File: src/rtl/dma_ctl_pkg.sv
package dma_ctl_pkg;

  typedef enum logic [3:0] {
    IX_CMD   = 4'd8,
    IX_REQ   = 4'd9,
    IX_SMASK = 4'd10,
    IX_MODE  = 4'd11,
    IX_FFCLR = 4'd12,
    IX_MRST  = 4'd13,
    IX_MCLR  = 4'd14,
    IX_MALL  = 4'd15
  } ctl_idx_e;

  typedef struct packed {
    logic cmd;
    logic req;
    logic smask;
    logic mode;
    logic ffclr;
    logic mrst;
    logic mclr;
    logic mall;
    logic rd_stat;
    logic rd_mask;
  } ctl_ev_t;

  // command byte is legal only when nothing but the controller-disable bit is set
  function automatic logic cmd_legal(input logic [7:0] b);
    return (b & 8'hFB) == 8'h00;
  endfunction

  function automatic logic [3:0] first_one(input logic [3:0] v);
    logic [3:0] r;
    r = '0;
    for (int i = 3; i >= 0; i--)
      if (v[i]) r = 4'(1) << i;
    return r;
  endfunction

endpackage

File: src/rtl/dma_port_decode.sv
module dma_port_decode
  import dma_ctl_pkg::*;
#(
  parameter int IDX_W = 4
) (
  input  logic             wr,
  input  logic             rd,
  input  logic [IDX_W-1:0] idx,
  output ctl_ev_t          ev
);
  logic is_ctl;
  assign is_ctl = idx[IDX_W-1];

  always_comb begin
    ev = '0;
    if (is_ctl && wr) begin
      unique case (idx[3:0])
        IX_CMD:   ev.cmd   = 1'b1;
        IX_REQ:   ev.req   = 1'b1;
        IX_SMASK: ev.smask = 1'b1;
        IX_MODE:  ev.mode  = 1'b1;
        IX_FFCLR: ev.ffclr = 1'b1;
        IX_MRST:  ev.mrst  = 1'b1;
        IX_MCLR:  ev.mclr  = 1'b1;
        IX_MALL:  ev.mall  = 1'b1;
        default:  ;
      endcase
    end
    if (is_ctl && rd) begin
      ev.rd_stat = (idx[3:0] == IX_CMD);
      ev.rd_mask = (idx[3:0] == IX_MALL);
    end
  end
endmodule

File: src/rtl/dma_ctl_regs.sv
module dma_ctl_regs
  import dma_ctl_pkg::*;
#(
  parameter int NUM_CH = 4,
  parameter int DATA_W = 8
) (
  input  logic                     clk,
  input  logic                     rst_n,
  input  ctl_ev_t                  ev,
  input  logic [DATA_W-1:0]        wdata,
  input  logic [NUM_CH-1:0]        dreq_hold,
  input  logic [NUM_CH-1:0]        dreq_release,
  input  logic [NUM_CH-1:0]        tc_set,
  output logic [DATA_W-1:0]        rdata,
  output logic [NUM_CH-1:0]        mask_o,
  output logic [NUM_CH-1:0]        req_o,
  output logic [DATA_W-1:0]        cmd_o,
  output logic [NUM_CH*DATA_W-1:0] mode_o,
  output logic                     ptr_clr_o,
  output logic                     mst_rst_o
);
  localparam int CH_W   = $clog2(NUM_CH);
  localparam int SETBIT = CH_W;

  logic [NUM_CH-1:0] mask_q, mask_n, req_q, req_n, tc_q, tc_n;
  logic [DATA_W-1:0] cmd_q, cmd_n;
  logic [CH_W-1:0]   sel_ch;
  logic              cmd_reject;

  assign sel_ch     = wdata[CH_W-1:0];
  assign cmd_reject = ev.cmd && !cmd_legal(wdata[7:0]);

  always_comb begin
    mask_n = mask_q;
    cmd_n  = cmd_q;
    req_n  = (req_q & ~dreq_release) | dreq_hold;
    tc_n   = tc_q;
    if (ev.rd_stat) tc_n = '0;
    if (ev.req) begin
      req_n[sel_ch] = wdata[SETBIT];
      tc_n[sel_ch]  = 1'b0;
    end
    tc_n = tc_n | tc_set;
    if (ev.smask) mask_n[sel_ch] = wdata[SETBIT];
    if (ev.mclr)  mask_n = '0;
    if (ev.mall)  mask_n = wdata[NUM_CH-1:0];
    if (ev.cmd && !cmd_reject) cmd_n = wdata;
    if (ev.mrst) begin
      mask_n = '1;
      req_n  = '0;
      tc_n   = '0;
      cmd_n  = '0;
    end
  end

  always_ff @(posedge clk or negedge rst_n) begin
    if (!rst_n) begin
      mask_q    <= '1;
      req_q     <= '0;
      tc_q      <= '0;
      cmd_q     <= '0;
      ptr_clr_o <= 1'b0;
      mst_rst_o <= 1'b0;
    end else begin
      mask_q    <= mask_n;
      req_q     <= req_n;
      tc_q      <= tc_n;
      cmd_q     <= cmd_n;
      ptr_clr_o <= ev.ffclr | ev.mrst;
      mst_rst_o <= ev.mrst;
    end
  end

  genvar g;
  generate
    for (g = 0; g < NUM_CH; g++) begin : g_mode
      logic [DATA_W-1:0] mode_q;
      logic              hit;
      assign hit = ev.mode && (sel_ch == CH_W'(g));
      always_ff @(posedge clk or negedge rst_n) begin
        if (!rst_n)     mode_q <= '0;
        else if (hit)   mode_q <= wdata;
      end
      assign mode_o[g*DATA_W +: DATA_W] = mode_q;

      assert_mode_store_R5: assert property (@(posedge clk) disable iff (!rst_n)
        hit |=> mode_q == $past(wdata));
    end
  endgenerate

  always_comb begin
    rdata = '0;
    if (ev.rd_stat) rdata = DATA_W'({req_q, tc_q});
    if (ev.rd_mask) rdata = DATA_W'(mask_q);
  end

  assign mask_o = mask_q;
  assign req_o  = req_q;
  assign cmd_o  = cmd_q;

  assert_cmd_reject_R2: assert property (@(posedge clk) disable iff (!rst_n)
    cmd_reject |=> $stable(cmd_q));
  assert_mrst_state_R6: assert property (@(posedge clk) disable iff (!rst_n)
    ev.mrst |=> (&mask_q) && req_q == '0 && tc_q == '0 && cmd_q == '0 && mst_rst_o && ptr_clr_o);
  assert_rd_clear_R8: assert property (@(posedge clk) disable iff (!rst_n)
    (ev.rd_stat && tc_set == '0) |=> tc_q == '0);
  assert_tc_wins_R10: assert property (@(posedge clk) disable iff (!rst_n)
    (tc_set != '0 && !ev.mrst) |=> (tc_q & $past(tc_set)) == $past(tc_set));
  assert_hold_sets_R9: assert property (@(posedge clk) disable iff (!rst_n)
    (dreq_hold != '0 && !ev.req && !ev.mrst) |=> (req_q & $past(dreq_hold)) == $past(dreq_hold));
endmodule

File: src/rtl/dma_req_scan.sv
module dma_req_scan
  import dma_ctl_pkg::*;
#(
  parameter int NUM_CH   = 4,
  parameter int CNT_W    = 16,
  parameter int CTRL_IDX = 0,
  parameter int LEN_W    = CNT_W + 1 + CTRL_IDX
) (
  input  logic                    clk,
  input  logic                    rst_n,
  input  logic [NUM_CH-1:0]       mask_i,
  input  logic [NUM_CH-1:0]       req_i,
  input  logic [NUM_CH*CNT_W-1:0] base_cnt,
  output logic [NUM_CH-1:0]       svc_en,
  output logic [NUM_CH-1:0]       grant,
  output logic [LEN_W-1:0]        len
);
  logic [NUM_CH-1:0] elig, pick;
  logic [LEN_W-1:0]  len_n;

  function automatic logic [LEN_W-1:0] xfer_len(input logic [CNT_W-1:0] c);
    logic [LEN_W-1:0] w;
    w = LEN_W'(c) + LEN_W'(1);
    return w << CTRL_IDX;
  endfunction

  assign elig = ~mask_i & req_i;

  always_comb begin
    pick = '0;
    for (int i = NUM_CH - 1; i >= 0; i--)
      if (elig[i]) pick = NUM_CH'(1) << i;
  end

  always_comb begin
    len_n = '0;
    for (int i = 0; i < NUM_CH; i++)
      if (pick[i]) len_n = xfer_len(base_cnt[i*CNT_W +: CNT_W]);
  end

  always_ff @(posedge clk or negedge rst_n) begin
    if (!rst_n) begin
      svc_en <= '0;
      grant  <= '0;
      len    <= '0;
    end else begin
      svc_en <= elig;
      grant  <= pick;
      len    <= len_n;
    end
  end

  assert_grant_onehot_R12: assert property (@(posedge clk) disable iff (!rst_n)
    $onehot0(grant));
  assert_grant_in_svc_R12: assert property (@(posedge clk) disable iff (!rst_n)
    (grant & ~svc_en) == '0);
  assert_len_idle_R12: assert property (@(posedge clk) disable iff (!rst_n)
    (grant == '0) |-> len == '0);
  assert_masked_off_R11: assert property (@(posedge clk) disable iff (!rst_n)
    (&mask_i) |=> svc_en == '0);
  assert_svc_follows_R11: assert property (@(posedge clk) disable iff (!rst_n)
    (req_i != '0 && mask_i == '0) |=> svc_en != '0);
endmodule

File: src/rtl/dma_ctl_scan.sv
module dma_ctl_scan
  import dma_ctl_pkg::*;
#(
  parameter int NUM_CH   = 4,
  parameter int DATA_W   = 8,
  parameter int IDX_W    = 4,
  parameter int CNT_W    = 16,
  parameter int CTRL_IDX = 0
) (
  input  logic                          clk,
  input  logic                          rst_n,
  input  logic                          port_wr,
  input  logic                          port_rd,
  input  logic [IDX_W-1:0]              port_idx,
  input  logic [DATA_W-1:0]             port_wdata,
  output logic [DATA_W-1:0]             port_rdata,
  input  logic [NUM_CH-1:0]             dreq_hold,
  input  logic [NUM_CH-1:0]             dreq_release,
  input  logic [NUM_CH-1:0]             tc_set,
  input  logic [NUM_CH*CNT_W-1:0]       base_cnt,
  output logic [DATA_W-1:0]             cmd_reg,
  output logic [NUM_CH*DATA_W-1:0]      mode_flat,
  output logic [NUM_CH-1:0]             dir_dec,
  output logic [NUM_CH*2-1:0]           op_mode,
  output logic [NUM_CH-1:0]             svc_en,
  output logic [NUM_CH-1:0]             svc_grant,
  output logic [CNT_W+CTRL_IDX:0]       svc_len,
  output logic                          ptr_clr,
  output logic                          mst_rst
);
  localparam int LEN_W   = CNT_W + 1 + CTRL_IDX;
  localparam int DIR_BIT = 5;
  localparam int OPM_LSB = 6;

  ctl_ev_t           ev;
  logic [NUM_CH-1:0] mask_w, req_w;

  dma_port_decode #(.IDX_W(IDX_W)) u_dec (
    .wr(port_wr), .rd(port_rd), .idx(port_idx), .ev(ev)
  );

  dma_ctl_regs #(.NUM_CH(NUM_CH), .DATA_W(DATA_W)) u_regs (
    .clk(clk), .rst_n(rst_n), .ev(ev), .wdata(port_wdata),
    .dreq_hold(dreq_hold), .dreq_release(dreq_release), .tc_set(tc_set),
    .rdata(port_rdata), .mask_o(mask_w), .req_o(req_w), .cmd_o(cmd_reg),
    .mode_o(mode_flat), .ptr_clr_o(ptr_clr), .mst_rst_o(mst_rst)
  );

  dma_req_scan #(.NUM_CH(NUM_CH), .CNT_W(CNT_W), .CTRL_IDX(CTRL_IDX), .LEN_W(LEN_W)) u_scan (
    .clk(clk), .rst_n(rst_n), .mask_i(mask_w), .req_i(req_w),
    .base_cnt(base_cnt), .svc_en(svc_en), .grant(svc_grant), .len(svc_len)
  );

  genvar g;
  generate
    for (g = 0; g < NUM_CH; g++) begin : g_modebits
      assign dir_dec[g]        = mode_flat[g*DATA_W + DIR_BIT];
      assign op_mode[g*2 +: 2] = mode_flat[g*DATA_W + OPM_LSB +: 2];
    end
  endgenerate

  assert_rst_mask_R1: assert property (@(posedge clk) disable iff (!rst_n)
    $rose(mst_rst) |-> (&mask_w));
endmodule

File: config.mk
export PLATFORM = sky130hd
export DESIGN_NAME = dma_ctl_scan
export DESIGN_NICKNAME = d
export VERILOG_FILES = /design/src/rtl/dma_ctl_pkg.sv /design/src/rtl/dma_port_decode.sv /design/src/rtl/dma_ctl_regs.sv /design/src/rtl/dma_req_scan.sv /design/src/rtl/dma_ctl_scan.sv
export SDC_FILE = /design/constraint.sdc
export NUM_CORES = 1
export LEC_CHECK = 0
export BUFFER_PORTS_ARGS = -buffer_cell sky130_fd_sc_hd__buf_2
export CAP_MARGIN = 25
export CELL_PAD_IN_SITES_DETAIL_PLACEMENT = 1
export CELL_PAD_IN_SITES_GLOBAL_PLACEMENT = 2
export CORE_UTILIZATION = 30
export CTS_BUF_LIST = sky130_fd_sc_hd__clkbuf_8
export DETAILED_ROUTE_END_ITERATION = 8
export GPL_ROUTABILITY_DRIVEN = 0
export HOLD_SLACK_MARGIN = 0.15
export PLACE_DENSITY_LB_ADDON = 0.1
export SETUP_SLACK_MARGIN = 0.15
export SYNTH_ARGS = -nofsm -noshare
export SYNTH_HDL_FRONTEND = slang
export SYNTH_HIERARCHICAL = 1
export SYNTH_SLANG_ARGS = --single-unit
File: constraint.sdc
create_clock -name clk -period 1.9 [get_ports clk]
set_input_delay 0.285 -clock clk [delete_from_list [all_inputs] [get_ports clk]]
set_output_delay 0.285 -clock clk [all_outputs]
set_load 0.03 [all_outputs]
==> results.json <==
{
  "crit_required_ps": 2140,
  "grt_pass1_wl_mm": 26.5,
  "cp_cell_sequence": "nand2b_4, buf_6, clkinvlp_4, buf_4, a221oi_2, buf_4, o32ai_1",
  "start_util_pct": 30.6,
  "dp_hpwl_mm": 13.4,
  "core_area_um2": 15100,
  "num_antenna_cells": 0,
  "crit_path_end_kind": "register",
  "power.leakage_nw": 3.10,
  "place_ws_ps": 35.1,
  "r2r_setup_slack_ps": 130,
  "final.setup_skew_ps": 13.3,
  "p_clk_share_pct": 26.4,
  "yosys.area.top_type_share_pct": 40.0,
  "startpoint": "u_regs/mask_o[0]",
  "routed_wl_mm": 16.9,
  "clk_latency_ps": 380,
  "drtAntennaViolNets": 0,
  "clock_sinks": 78,
  "cp.depth": 7,
  "p_int_w": 0.00317,
  "dp_cells": 869,
  "power_density_nw_per_um2": 809,
  "synth_edf_count": 0,
  "antenna_found_initial": 0,
  "critPathLaunchType": "register",
  "fmax_ghz": 0.564,
  "first_pass_iters": 5,
  "path_delay_family": "buffers and inverters",
  "cp_max_fo": 7,
  "hp-class": "in2reg",
  "r2r-end": "u_scan/len[10]",
  "ir_drop_mv": 0.324,
  "yosys_warnings": 6,
  "crit_top_cell": "buf_4",
  "synth.area.top_cells": "dfrtp_1 (40%), mux2_2 (5.8%), xnor2_1 (5.1%)",
  "cts-root-buf": "clkbuf_8",
  "port_buffers": 178,
  "synth.distinct_cells": 65,
  "grt_max_degree": 46,
  "max_stage_delay_ps": 540,
  "whs_ps": 207,
  "worstMarginPinSlew_ps": 591,
  "syn_area_um2": 4630,
  "syn-instance-count": 481,
  "power_frac_comb_pct": 34.8,
  "drive_gt1_share_pct": 43.9,
  "fin_crit_sh_pct": 93.4,
  "track_usage_pct": 21.9,
  "fin_crit_ps": 1770,
  "grt_overflow_total": 0,
  "tns_ps": 0,
  "post-synth-top-area-cell": "dfrtp_1",
  "nNetsFinal": 802,
  "io_pins": 179,
  "clockBufferDepth": 2,
  "slew_viol_final": 0,
  "drtIter0Drc": 305,
  "synth_nets": 577,
  "swShare_pct": 38.4,
  "clk_pin_slew_worst_paths_ps": 90,
  "drc": 0,
  "critPathCapture": "u_scan/len[10]",
  "dieArea_um2": 15900,
  "cts.htree.levels": 3,
  "n_fill_cell": 1808,
  "wl_per_cell_um": 18.8,
  "seqPwrFrac_pct": 38.9,
  "hold_violations": 0,
  "switching_power_w": 0.00198,
  "grt_setup_unrepaired": "yes",
  "ys_seq_elements": 78,
  "regToRegStartpoint": "u_regs/mask_o[0]",
  "postSynth.asyncResetShare_pct": 100,
  "synthFlopType": "dfrtp_1",
  "area_delta_synth_final_pct": 37.4,
  "crit_slowest_cell": "dfstp_2",
  "status": "finished, final reports clean",
  "total_power_w": 0.00515,
  "fp-row-count": 45,
  "dieWidth_um": 126,
  "cts_buffers": 9,
  "maxCapViolCount": 0,
  "worst-path-buf-inv": 4,
  "yosysSeqAreaShare_pct": 42.3,
  "cts_tree": "built",
  "reg2reg_depth": 7,
  "finalNonFillerCells": 899,
  "path_class": "reg2reg",
  "post_drt_via_cell_ratio": 5.15,
  "worstPathArrival_ps": 2020,
  "syn_area_per_cell_um2": 9.62,
  "num_vias": 4631,
  "grt_pass1_vias": 4681,
  "timing.max_slew.rel_slack_pct": 60.3,
  "finalSetupViolCount": 0,
  "fp.dieH_um": 126,
  "setup_ws_ps": 126
}
[state kept, by name, summed over array words and instances, names as in the netlist]
name                  count
u_regs/mask_o             4
u_scan/svc_en             3
u_regs/g_mode.mode_q     32
u_scan/grant              4
u_scan/len               17
u_regs/cmd_o              8
u_regs/ptr_clr_o          1
u_regs/mst_rst_o          1
u_regs/req_o              4
u_regs/tc_q               4
[kinds of logic after synthesis]
logic type / share of synthesized area, %
adders and majority gates: 1.08
DFF: 42.3
xor gates and xnor gates: 8.70
buffers and inverters: 5.35
and+or+nand+nor: 23.5
AOI/OAI and AO/OA: 12.4
muxes: 6.78
[routing by layer]
metal / share of wire (%) / vias to the layer above / global-route usage (%)
met5: 0 / - / 0
met4: 1.6 / 0 / 7.37
met3: 5.7 / 16 / 3.36
met2: 44 / 171 / 32.8
met1: 48 / 2271 / 32.0
li1: - / 2173 / -
[per-stage QoR]
stage / instance area (µm²) / util, %
6_report: 6360 / 42.0
5_1_grt: 6360 / 42.0
4_1_cts: 6300 / 41.6
3_5_place_dp: 5970 / 39.4
3_3_place_gp: 5970 / 39.4
2_1_floorplan: 4630 / -
[synthesized netlist by cell type (4+ instances only)]
cell,count
dfrtp_1,74
nor2_1,38
nand2_1,35
xnor2_1,27
mux2_2,24
a21oi_1,23
inv_1,22
nand3_1,20
xor2_1,19
and2_1,15
buf_4,15
nand4_1,14
nor4_1,13
nand2b_1,11
nor3_1,10
a31oi_1,9
a211oi_1,7
a22oi_1,7
and3_1,7
o21ai_0,7
nand3_2,6
clkbuf_1,5
buf_2,4
dfstp_2,4
ha_1,4
nor2b_1,4
[cells in the final DEF, fill, tap and decap left out, drive strengths merged, types with 3 or more instances in the layout]
| cell | synthesis | routed |
|---|---|---|
| and2 | 15 | 15 |
| dfstp | 4 | 4 |
| buf | 20 | 234 |
| nand4 | 15 | 15 |
| nand3b | 3 | 3 |
| a21oi | 23 | 23 |
| nor2b | 4 | 4 |
| nor2 | 38 | 38 |
| o22ai | 3 | 3 |
| a22oi | 7 | 7 |
| a221oi | 3 | 3 |
| nand2 | 35 | 35 |
| nor3 | 12 | 12 |
| dlygate4sd3 | 0 | 5 |
| o21ai | 9 | 9 |
| clkbuf | 6 | 10 |
| dfrtp | 74 | 74 |
| ha | 4 | 4 |
| xor2 | 19 | 19 |
| a211oi | 7 | 7 |
| inv | 22 | 24 |
| a31oi | 10 | 10 |
| nand3 | 26 | 26 |
| nand2b | 11 | 11 |
| and3 | 7 | 7 |
| clkinvlp | 1 | 3 |
| mux2 | 27 | 27 |
| nor4 | 15 | 15 |
| xnor2 | 27 | 27 |
| o211ai | 3 | 3 |
[power groups by stage]
stage | Clock (W) | Sequential (W) | Combinational [W]
2_1_floorplan | 0 | 0.00240 | 0.000597
3_3_place_gp | 0 | 0.00202 | 0.00168
3_5_place_dp | 0 | 0.00203 | 0.00170
4_1_cts | 0.00141 | 0.00200 | 0.00176
5_1_grt | 0.00146 | 0.00203 | 0.00191
6_report | 0.00136 | 0.00200 | 0.00179
[worst min-delay path by stage]
stage	startpoint	to	slack (ps)	cells after the start
floorplan	rst_n	u_regs/cmd_o[0]	-10	0
global placement	rst_n	u_regs/g_mode[2].mode_q[7]	140	1
detailed placement	rst_n	u_regs/g_mode[2].mode_q[7]	150	1
CTS	port_wdata[5]	u_regs/g_mode[3].mode_q[5]	180	2
global route	port_wdata[5]	u_regs/g_mode[1].mode_q[5]	200	2
finish	port_wdata[5]	u_regs/g_mode[3].mode_q[5]	210	2
[cell type report]
type                    instances  area [µm²]  area share, %
repair buffers                240        1400           21.9
inverters                      23        91.3           1.44
clock buffers                   9         124           1.95
well taps                     188         235           3.70
clock inverters                 7        80.1           1.26
flip-flops and latches         78        1960           30.8
multi-input cells             354        2480           39.0
[repair_timing]
action | CTS | global route
gates cloned | 0 | 0
setup endpoints to repair | 11 | 17
hold buffers | 5 | 0
endpoints found under the hold margin | 78 | 0
gates resized for setup | 6 | 14
pin swaps | 0 | 3
setup buffers | 6 | 3
(Power assumes the default switching activity.)
